**config.mk**
```make
export PLATFORM = sky130hd
export DESIGN_NAME = gpio_irq_port
export DESIGN_NICKNAME = d
export VERILOG_FILES = /design/src/rtl/gpio_irq_pkg.sv /design/src/rtl/gpio_in_sync.sv /design/src/rtl/gpio_trig_detect.sv /design/src/rtl/gpio_irq_router.sv /design/src/rtl/gpio_irq_port.sv
export SDC_FILE = /design/constraint.sdc
export NUM_CORES = 1
export LEC_CHECK = 0
export ABC_AREA = 1
export ABC_CLOCK_PERIOD_IN_PS = 1800
export BUFFER_PORTS_ARGS = -buffer_cell sky130_fd_sc_hd__buf_2
export CAP_MARGIN = 20
export CELL_PAD_IN_SITES_DETAIL_PLACEMENT = 0
export CELL_PAD_IN_SITES_GLOBAL_PLACEMENT = 1
export CORE_MARGIN = 3
export CORE_UTILIZATION = 42
export CTS_CLUSTER_DIAMETER = 40
export DETAILED_ROUTE_END_ITERATION = 10
export GPL_TIMING_DRIVEN = 0
export PLACE_DENSITY = 0.88
export SKIP_CTS_REPAIR_TIMING = 1
export SYNTH_ARGS = -nofsm -noshare
export SYNTH_HDL_FRONTEND = slang
export SYNTH_HIERARCHICAL = 1
export SYNTH_SLANG_ARGS = --single-unit
```
**constraint.sdc**
```tcl
create_clock -name clk -period 1.8 [get_ports clk]
set_input_delay 0.36 -clock clk [delete_from_list [all_inputs] [get_ports clk]]
set_output_delay 0.36 -clock clk [all_outputs]
set_load 0.01 [all_outputs]
```
**src/rtl/gpio_irq_pkg.sv**
```systemverilog
`timescale 1ns/1ps
package gpio_irq_pkg;
    // trigger kind of a line, encoded as {edge, polarity}
    typedef enum logic [1:0] {
        TRG_LVL_LOW   = 2'b00,
        TRG_LVL_HIGH  = 2'b01,
        TRG_EDGE_FALL = 2'b10,
        TRG_EDGE_RISE = 2'b11
    } trig_e;

    // word indices (byte offset / 4)
    localparam int unsigned W_IN     = 0;
    localparam int unsigned W_OUT    = 1;
    localparam int unsigned W_DIR    = 2;
    localparam int unsigned W_MASK   = 3;
    localparam int unsigned W_POL    = 4;
    localparam int unsigned W_EDGE   = 5;
    localparam int unsigned W_HOLD   = 6;
    localparam int unsigned W_ROUTE0 = 8;

    localparam int unsigned ROUTE_IDX_W = 5;
endpackage

```
**src/rtl/gpio_in_sync.sv**
```systemverilog
`timescale 1ns/1ps
module gpio_in_sync #(
    parameter int unsigned WIDTH = 8
) (
    input  logic             clk,
    input  logic             rst_n,
    input  logic [WIDTH-1:0] din,
    output logic [WIDTH-1:0] now_o,
    output logic [WIDTH-1:0] old_o
);
    logic [WIDTH-1:0] stage1_q;
    logic [WIDTH-1:0] stage2_q;
    logic [WIDTH-1:0] stage3_q;

    always_ff @(posedge clk or negedge rst_n) begin
        if (!rst_n) begin
            stage1_q <= '0;
            stage2_q <= '0;
            stage3_q <= '0;
        end else begin
            stage1_q <= din;
            stage2_q <= stage1_q;
            stage3_q <= stage2_q;
        end
    end

    assign now_o = stage2_q;
    assign old_o = stage3_q;
endmodule

```
**src/rtl/gpio_trig_detect.sv**
```systemverilog
`timescale 1ns/1ps
module gpio_trig_detect
    import gpio_irq_pkg::*;
#(
    parameter int unsigned WIDTH = 8
) (
    input  logic [WIDTH-1:0] now_i,
    input  logic [WIDTH-1:0] old_i,
    input  logic [WIDTH-1:0] enable_i,
    input  logic [WIDTH-1:0] pol_i,
    input  logic [WIDTH-1:0] edge_i,
    output logic [WIDTH-1:0] evt_o
);
    for (genvar i = 0; i < WIDTH; i++) begin : g_line
        trig_e kind;
        logic  hit;
        assign kind = trig_e'({edge_i[i], pol_i[i]});
        always_comb begin
            unique case (kind)
                TRG_LVL_LOW:   hit = ~now_i[i];
                TRG_LVL_HIGH:  hit = now_i[i];
                TRG_EDGE_FALL: hit = old_i[i] & ~now_i[i];
                TRG_EDGE_RISE: hit = ~old_i[i] & now_i[i];
                default:       hit = 1'b0;
            endcase
        end
        assign evt_o[i] = enable_i[i] & hit;
    end
endmodule

```
**src/rtl/gpio_irq_router.sv**
```systemverilog
`timescale 1ns/1ps
module gpio_irq_router
    import gpio_irq_pkg::*;
#(
    parameter int unsigned N_LINES = 8,
    parameter int unsigned N_IRQ   = 4
) (
    input  logic [N_LINES-1:0]             evt_i,
    input  logic [N_LINES-1:0]             off_i,
    input  logic [N_LINES*ROUTE_IDX_W-1:0] idx_i,
    output logic [N_IRQ-1:0]               irq_o
);
    for (genvar j = 0; j < N_IRQ; j++) begin : g_wire
        logic [N_LINES-1:0] sel;
        for (genvar i = 0; i < N_LINES; i++) begin : g_sel
            assign sel[i] = ~off_i[i] &&
                (idx_i[i*ROUTE_IDX_W +: ROUTE_IDX_W] == ROUTE_IDX_W'(j));
        end
        assign irq_o[j] = |(evt_i & sel);
    end
endmodule

```
**src/rtl/gpio_irq_port.sv**
```systemverilog
`timescale 1ns/1ps
module gpio_irq_port
    import gpio_irq_pkg::*;
#(
    parameter int unsigned N_LINES = 8,
    parameter int unsigned N_IRQ   = 4,
    parameter int unsigned ADDR_W  = 8
) (
    input  logic               clk,
    input  logic               rst_n,
    input  logic [ADDR_W-1:0]  bus_addr,
    input  logic               bus_we,
    input  logic [31:0]        bus_wdata,
    output logic [31:0]        bus_rdata,
    input  logic [N_LINES-1:0] pad_in,
    output logic [N_LINES-1:0] pad_out,
    output logic [N_LINES-1:0] pad_oe,
    output logic [N_IRQ-1:0]   irq_o
);
    localparam int unsigned WIDX_W = ADDR_W - 2;

    logic [N_LINES-1:0] out_q, dir_q, mask_q, pol_q, edge_q, hold_q;
    logic [N_LINES-1:0] route_off;
    logic [ROUTE_IDX_W-1:0] route_idx [N_LINES];
    logic [N_LINES*ROUTE_IDX_W-1:0] route_idx_flat;
    logic [N_LINES-1:0] sync_now, sync_old, line_evt;

    logic [WIDX_W-1:0] widx;
    logic              aligned;
    assign widx    = bus_addr[ADDR_W-1:2];
    assign aligned = (bus_addr[1:0] == 2'b00);

    // register writes
    always_ff @(posedge clk or negedge rst_n) begin
        if (!rst_n) begin
            out_q     <= '0;
            dir_q     <= '0;
            mask_q    <= '0;
            pol_q     <= '0;
            edge_q    <= '0;
            hold_q    <= '0;
            route_off <= '1;
            for (int i = 0; i < N_LINES; i++) route_idx[i] <= '0;
        end else if (bus_we && aligned) begin
            if (widx == WIDX_W'(W_OUT))  out_q  <= bus_wdata[N_LINES-1:0];
            if (widx == WIDX_W'(W_DIR))  dir_q  <= bus_wdata[N_LINES-1:0];
            if (widx == WIDX_W'(W_MASK)) mask_q <= bus_wdata[N_LINES-1:0];
            if (widx == WIDX_W'(W_POL))  pol_q  <= bus_wdata[N_LINES-1:0];
            if (widx == WIDX_W'(W_EDGE)) edge_q <= bus_wdata[N_LINES-1:0];
            if (widx == WIDX_W'(W_HOLD)) hold_q <= bus_wdata[N_LINES-1:0];
            for (int i = 0; i < N_LINES; i++) begin
                if (widx == WIDX_W'(W_ROUTE0 + i / 4)) begin
                    route_off[i] <= bus_wdata[8*(i%4) + 7];
                    route_idx[i] <= bus_wdata[8*(i%4) +: ROUTE_IDX_W];
                end
            end
        end
    end

    // register reads
    always_comb begin
        bus_rdata = '0;
        if (aligned) begin
            if (widx == WIDX_W'(W_IN))   bus_rdata[N_LINES-1:0] = sync_now;
            if (widx == WIDX_W'(W_OUT))  bus_rdata[N_LINES-1:0] = out_q;
            if (widx == WIDX_W'(W_DIR))  bus_rdata[N_LINES-1:0] = dir_q;
            if (widx == WIDX_W'(W_MASK)) bus_rdata[N_LINES-1:0] = mask_q;
            if (widx == WIDX_W'(W_POL))  bus_rdata[N_LINES-1:0] = pol_q;
            if (widx == WIDX_W'(W_EDGE)) bus_rdata[N_LINES-1:0] = edge_q;
            if (widx == WIDX_W'(W_HOLD)) bus_rdata[N_LINES-1:0] = hold_q;
            for (int i = 0; i < N_LINES; i++) begin
                if (widx == WIDX_W'(W_ROUTE0 + i / 4))
                    bus_rdata[8*(i%4) +: 8] = {route_off[i], 2'b00, route_idx[i]};
            end
        end
    end

    for (genvar i = 0; i < N_LINES; i++) begin : g_flat
        assign route_idx_flat[i*ROUTE_IDX_W +: ROUTE_IDX_W] = route_idx[i];
    end

    assign pad_out = out_q;
    assign pad_oe  = dir_q;

    gpio_in_sync #(.WIDTH(N_LINES)) u_sync (
        .clk   (clk),
        .rst_n (rst_n),
        .din   (pad_in),
        .now_o (sync_now),
        .old_o (sync_old)
    );

    gpio_trig_detect #(.WIDTH(N_LINES)) u_detect (
        .now_i    (sync_now),
        .old_i    (sync_old),
        .enable_i (mask_q),
        .pol_i    (pol_q),
        .edge_i   (edge_q),
        .evt_o    (line_evt)
    );

    gpio_irq_router #(.N_LINES(N_LINES), .N_IRQ(N_IRQ)) u_router (
        .evt_i (line_evt),
        .off_i (route_off),
        .idx_i (route_idx_flat),
        .irq_o (irq_o)
    );
endmodule

```
# [Word level (Yosys, flattened, before mapping)]
# Cells that the tools add are included.
[totals] out_inout_bits=52 elab_cells=214 romBits=0 latchBits=0 inputBits=51 register_bits=120 mem_count=0 ramBits=0
[classes] n_mux=24 n_reduce_logical=63 add_sub_neg=0 eq_ne=56 n_shift=0 mul=0 n_bitwise=52 magnitude_cmp=0 div_mod_pow=0
[ops] operator="$mux W8" n=15
[ops] operator="$eq A5 B2 Y1 const B" n=16
[ops] operator="$eq A5 B1 Y1 const B" n=8
[ops] operator="$logic_not A5 Y1" n=8
[ops] operator="$logic_and A1 B1 Y1" n=33
[ops] operator="$and A8 B8 Y8" n=4
[ops] operator="$eq A2 B2 Y1 const B" n=16
[ops] operator="$mux W32" n=1
[ops] operator="$pmux W1 S4" n=8
[ops] operator="$reduce_or A8 Y1" n=4
[ops] operator="$and A1 B1 Y1" n=24
[ops] operator="$not A1 Y1" n=24
[ops] operator="$eq A6 B3 Y1 const B" n=3
[ops] operator="$logic_not A2 Y1" n=9
[ops] operator="$eq A2 B1 Y1 const B" n=8
[ops] operator="$reduce_and A2 Y1" n=8
[ops] operator="$eq A6 B2 Y1 const B" n=2
[ops] operator="$eq A6 B4 Y1 const B" n=2
[ops] operator="$eq A6 B1 Y1 const B" n=1
[ops] operator="$logic_not A6 Y1" n=1

# [Logic depth before layout (Yosys ltp)]
[logic_depth] depth_word=11 mapped_depth=11 ltp_nobuf=11

# [Cells and area by module]
# The synthesis kept the hierarchy.
[modules_own_cells] mod="gpio_irq_port" seq_area_each_um2=2412.3 n_inst=1 area_per_inst_um2=4813.4 cells_per_inst=573
[modules_own_cells] mod="gpio_irq_router" seq_area_each_um2=0.0 n_inst=1 area_per_inst_um2=778.2 cells_per_inst=176
[modules_own_cells] mod="gpio_in_sync" seq_area_each_um2=600.6 n_inst=1 area_per_inst_um2=600.6 cells_per_inst=24
[modules_own_cells] mod="gpio_trig_detect" seq_area_each_um2=0.0 n_inst=1 area_per_inst_um2=290.3 cells_per_inst=64

# [Least setup slack after synthesis]
# Ideal clock, no wire load.
[synth_path] path_kind="input to output" start="input bus_addr[5]" end="output bus_rdata[0]" slack_ns=0.062 t_required_ns=1.440 t_arrival_ns=1.378 path_buffers=1 stages=8 path_cell_list="nor2_2 buf_4 nand4_1 nand3_1 nand2_1 nand4_1 nand2_1 a21oi_1"
[synth_between] elab_chain_len=11 word_cells_on_any_way=19 cone_classes="8 x eq/ne; 10 x mux; 1 x reduce/logical"
[synth_rtl] item="from (decl)" line_no="gpio_irq_port.sv:11" text="input logic [ADDR_W-1:0] bus_addr,"
[synth_rtl] item="$logic_not A6 Y1" line_no="gpio_irq_port.sv:64" text="if (widx == WIDX_W'(W_IN)) bus_rdata[N_LINES-1:0] = sync_now;"
[synth_rtl] item="$mux W8" line_no="gpio_irq_port.sv:64"
[synth_rtl] item="$mux W8" line_no="gpio_irq_port.sv:65" text="if (widx == WIDX_W'(W_OUT)) bus_rdata[N_LINES-1:0] = out_q;"
[synth_rtl] item="$mux W8" line_no="gpio_irq_port.sv:66" text="if (widx == WIDX_W'(W_DIR)) bus_rdata[N_LINES-1:0] = dir_q;"
[synth_rtl] item="$mux W8" line_no="gpio_irq_port.sv:67" text="if (widx == WIDX_W'(W_MASK)) bus_rdata[N_LINES-1:0] = mask_q;"
[synth_rtl] item="$mux W8" line_no="gpio_irq_port.sv:68" text="if (widx == WIDX_W'(W_POL)) bus_rdata[N_LINES-1:0] = pol_q;"
[synth_rtl] item="$mux W8" line_no="gpio_irq_port.sv:69" text="if (widx == WIDX_W'(W_EDGE)) bus_rdata[N_LINES-1:0] = edge_q;"
[synth_rtl] item="$mux W8" line_no="gpio_irq_port.sv:70" text="if (widx == WIDX_W'(W_HOLD)) bus_rdata[N_LINES-1:0] = hold_q;"
[synth_rtl] item="$mux W8" line_no="gpio_irq_port.sv:72" text="if (widx == WIDX_W'(W_ROUTE0 + i / 4))"
[synth_rtl] item="$mux W8 *" line_no="gpio_irq_port.sv:72"
[synth_rtl] item="$mux W32 *" line_no="gpio_irq_port.sv:63" text="if (aligned) begin"
[synth_rtl] item="to (decl)" line_no="gpio_irq_port.sv:14" text="output logic [31:0] bus_rdata,"
# Every way passes the cells marked *; elsewhere a longest branch is shown, timed or not.

# [Worst setup path after layout]
[layout_path] start="register u_sync.stage2_q[1] (netlist: u_sync/now_o[1])" end="output irq_o[1]"
[layout_between] elab_chain_len=6 word_cells_on_any_way=7 cone_classes="1 x mux; 5 x bitwise; 1 x reduce/logical"
[layout_rtl] item="from (decl)" line_no="gpio_in_sync.sv:12" text="logic [WIDTH-1:0] stage2_q;"
[layout_rtl] item="from (signal assigned)" line_no="gpio_in_sync.sv:22" text="stage2_q <= stage1_q;"
[layout_rtl] item="$not A1 Y1" line_no="gpio_trig_detect.sv:20, gpio_trig_detect.sv:22"
[layout_rtl] item="$and A1 B1 Y1" line_no="gpio_trig_detect.sv:22" text="TRG_EDGE_FALL: hit = old_i[i] & ~now_i[i];"
[layout_rtl] item="$pmux W1 S4 *" line_no="gpio_trig_detect.sv:19" text="unique case (kind)"
[layout_rtl] item="$and A1 B1 Y1 *" line_no="gpio_trig_detect.sv:27" text="assign evt_o[i] = enable_i[i] & hit;"
[layout_rtl] item="net line_evt[1]" line_no="gpio_irq_port.sv:26" text="logic [N_LINES-1:0] sync_now, sync_old, line_evt;"
[layout_rtl] item="$and A8 B8 Y8 *" line_no="gpio_irq_router.sv:19" text="assign irq_o[j] = |(evt_i & sel);"
[layout_rtl] item="$reduce_or A8 Y1 *" line_no="gpio_irq_router.sv:19"
[layout_rtl] item="to (decl)" line_no="gpio_irq_port.sv:18" text="output logic [N_IRQ-1:0] irq_o"
# Mark *: on every way through the listed nets, which the timed path passes. The rest lies on a longest branch.

==> flow_metrics.env <==
export IMPL_ir_drop_uv=654
export IMPL_power_mw=6.80
export IMPL_clock_skew_ps=4.50
export IMPL_hold_violations=0
export IMPL_grt_antenna_before_repair=0
export IMPL_cp_required_ps=1440
export IMPL_final_area_um2=8620
export IMPL_grt_overflow=0
export IMPL_clock_root_buffer="clkbuf_16"
export IMPL_fin_crit_ps=2290
export IMPL_path_class="flop to output pin"
export IMPL_start_util=0.438
export IMPL_via_per_inst=4.97
export IMPL_firstDrtPassIters=5
export IMPL_reg2reg_depth=2
export IMPL_cts_inserted_buffers=17
export IMPL_die_h_um=130
export IMPL_cts_tree="yes"
export IMPL_vias=5963
export IMPL_clkLatencyLatePin_ps=410
export IMPL_clk_pin_slew_ps=60
export IMPL_outcome="finished with violations"
export IMPL_diodes=0
export IMPL_tightest_slew_ps=630
export IMPL_gp_congestion=0.825
export IMPL_grt_pass1_wl_um=27800
export IMPL_power_switching_mw=1.77
export IMPL_synth_distinct_cells=32
export IMPL_numPortBuffers=90
export IMPL_cp_max_fo=4
export IMPL_synth_edf_count=0
export IMPL_rsz0062_at_grt="true"
export IMPL_max_freq_mhz=436
export IMPL_cts_buffer_depth=2
export IMPL_stdcell_count=1199
export IMPL_swShare=0.261
export IMPL_synth_area_um2=6480
export IMPL_first_iter_violations=423
export IMPL_wl_per_cell_um=15.7
export IMPL_track_usage=0.218
export IMPL_drc=0
export IMPL_ioPinCount=103
export IMPL_ant_nets=0
export IMPL_nNetsFinal=1053
export IMPL_die_x_um=130
export IMPL_synth_seq_cells=120
export IMPL_placed_area_um2=7220
export IMPL_met2_usage=0.335
export IMPL_end_kind="output pin"
export IMPL_finalSetupViolations=30
export IMPL_syn_avg_cell_area_um2=7.74
export IMPL_layout_common_cells="nand2_1, dfrtp_1, buf_2, inv_1, nor2_1"
export IMPL_violations="setup timing"
export IMPL_critPathLaunchType="flop"
export IMPL_p_leak_nw=4.46
export IMPL_dp_cells=1117
export IMPL_finalWirelength_um=18800
export IMPL_fin_hold_ws_ps=48.4
export IMPL_pre_cts_ws_ps=-440
export IMPL_dieArea_um2=17000
export IMPL_hpwlAfterDp_um=12800
export IMPL_fin_util=0.582
export IMPL_syn_inst=837
export IMPL_cp_arrival_ps=1930
export IMPL_drv_slew=0
export IMPL_grt_busiest_layer="met2"
export IMPL_pwr_share_comb=0.100
export IMPL_hp_class="input pin to flop"
export IMPL_cts_sinks=120
export IMPL_layout_commonest_cell="nand2_1"
export IMPL_h_tree_depth=4
export IMPL_p_seq_frac=0.440
export IMPL_relSlewSlack=0.580
export IMPL_synth_flop_cell="dfrtp_1"
export IMPL_use_met1=0.305
export IMPL_synthArstFlopShare=1.00
export IMPL_period_share=1.27
export IMPL_drive_gt1_frac=0.341
export IMPL_grt_max_degree=63
export IMPL_core_area_um2=14800
export IMPL_row_count=44
export IMPL_grt_use_met3=0.0524
export IMPL_drv_cap=0
export IMPL_synth_seq_area_share=0.465
export IMPL_p_int_mw=5.03
export IMPL_area_delta_synth_final_pct=33.0
export IMPL_p_per_area_nw_per_um2=789
export IMPL_whs_path_depth=1
export IMPL_finalSetupTns_ps=-7980
export IMPL_ys_warnings_count=6
export IMPL_clockPowerShare=0.459
export IMPL_grt_pass1_vias=5303
export IMPL_setup_ws_ps=-494
-- synth_stat cells, types with 2 or more instances --
| cell type | instances | share of area |
|---|---|---|
| nor2_1 | 68 | 0.039 |
| dfrtp_1 | 112 | 0.43 |
| o21ai_0 | 34 | 0.026 |
| or2_0 | 3 | 0.0029 |
| nand2_2 | 3 | 0.0029 |
| a21oi_1 | 41 | 0.032 |
| a21oi_2 | 8 | 0.011 |
| nand3_1 | 24 | 0.019 |
| inv_1 | 87 | 0.050 |
| dfstp_2 | 8 | 0.032 |
| o21ai_1 | 47 | 0.036 |
| buf_6 | 11 | 0.019 |
| nor2_4 | 7 | 0.012 |
| nor3_4 | 2 | 0.0050 |
| nor3b_4 | 5 | 0.014 |
| buf_2 | 7 | 0.0054 |
| nor2_2 | 4 | 0.0039 |
| nand2_1 | 291 | 0.17 |
| nor2_8 | 3 | 0.0093 |
| nand2_4 | 8 | 0.014 |
| nand3_4 | 2 | 0.0054 |
| inv_2 | 19 | 0.011 |
| nand4_1 | 11 | 0.011 |
| o21ai_2 | 15 | 0.020 |
| clkbuf_1 | 3 | 0.0017 |
| buf_4 | 8 | 0.0093 |
-- critical path: stages (launching register included) --
cell and delay (ps):
dfrtp_2 440, nor2_1 90, nand2_1 80, a21oi_2 190
nor3b_4 310, nand2_1 90, nand2_1 80, nor2_1 40
nand2_1 70, buf_2 130
-- state kept, by name, indices dropped and copies added, names as in the netlist --
| register | cells |
|---|---|
| u_sync/old_o | 8 |
| route_off | 8 |
| pol_q | 8 |
| edge_q | 8 |
| pad_oe | 8 |
| hold_q | 8 |
| mask_q | 8 |
| u_sync/stage1_q | 8 |
| pad_out | 8 |
| u_sync/now_o | 8 |
| route_idx | 40 |
-- cell type report --
class | instances | area, µm²
buffer | 30 | 282
sequential | 120 | 3020
inverter | 107 | 415
multi-input combinational | 586 | 3140
tap | 184 | 230
fill | 1333 | 6190
clock inverter | 11 | 85.1
timing repair buffer | 140 | 1000
clock buffer | 21 | 450
-- logic make-up (layout without fill, tap and decap cells) --
family                 after synthesis  in the layout  share of synthesized area
AND/OR/NAND/NOR                    434            435                      0.311
AO/OA/AOI/OAI                      145            145                      0.125
buffers and inverters              137            309                     0.0988
flip-flops                         120            120                      0.465
other                                1              6                   0.000578
-- worst paths after layout --
| check | from | to | slack [ps] |
|---|---|---|---|
| max in group asynchronous | rst_n | route_off[4] | 590 |
| setup reg to reg | route_off[1] | route_off[1] | 1000 |
| hold / removal | pad_in[5] | u_sync/stage1_q[5] | 50 |
| hold reg to reg | u_sync/stage1_q[6] | u_sync/now_o[6] | 350 |
| setup / recovery | u_sync/now_o[1] | irq_o[1] | -490 |
| min in group asynchronous | rst_n | pad_oe[6] | 470 |
-- routing by layer --
layer  up-vias  wire length, µm
met2       136             8900
met5         -                0
met4         0              261
li1       2953                -
met3        22              918
met1      2852             8720
-- power by group through the flow --
stage	Clock [mW]	Sequential [mW]	Combinational, mW
4_1_cts	3.16	2.98	0.604
3_5_place_dp	0	3.03	0.600
3_3_place_gp	0	3.02	0.583
5_1_grt	3.28	3.01	0.765
2_1_floorplan	0	3.01	0.343
6_report	3.12	3.00	0.683
No activity file was read; power rests on OpenSTA's default activity.
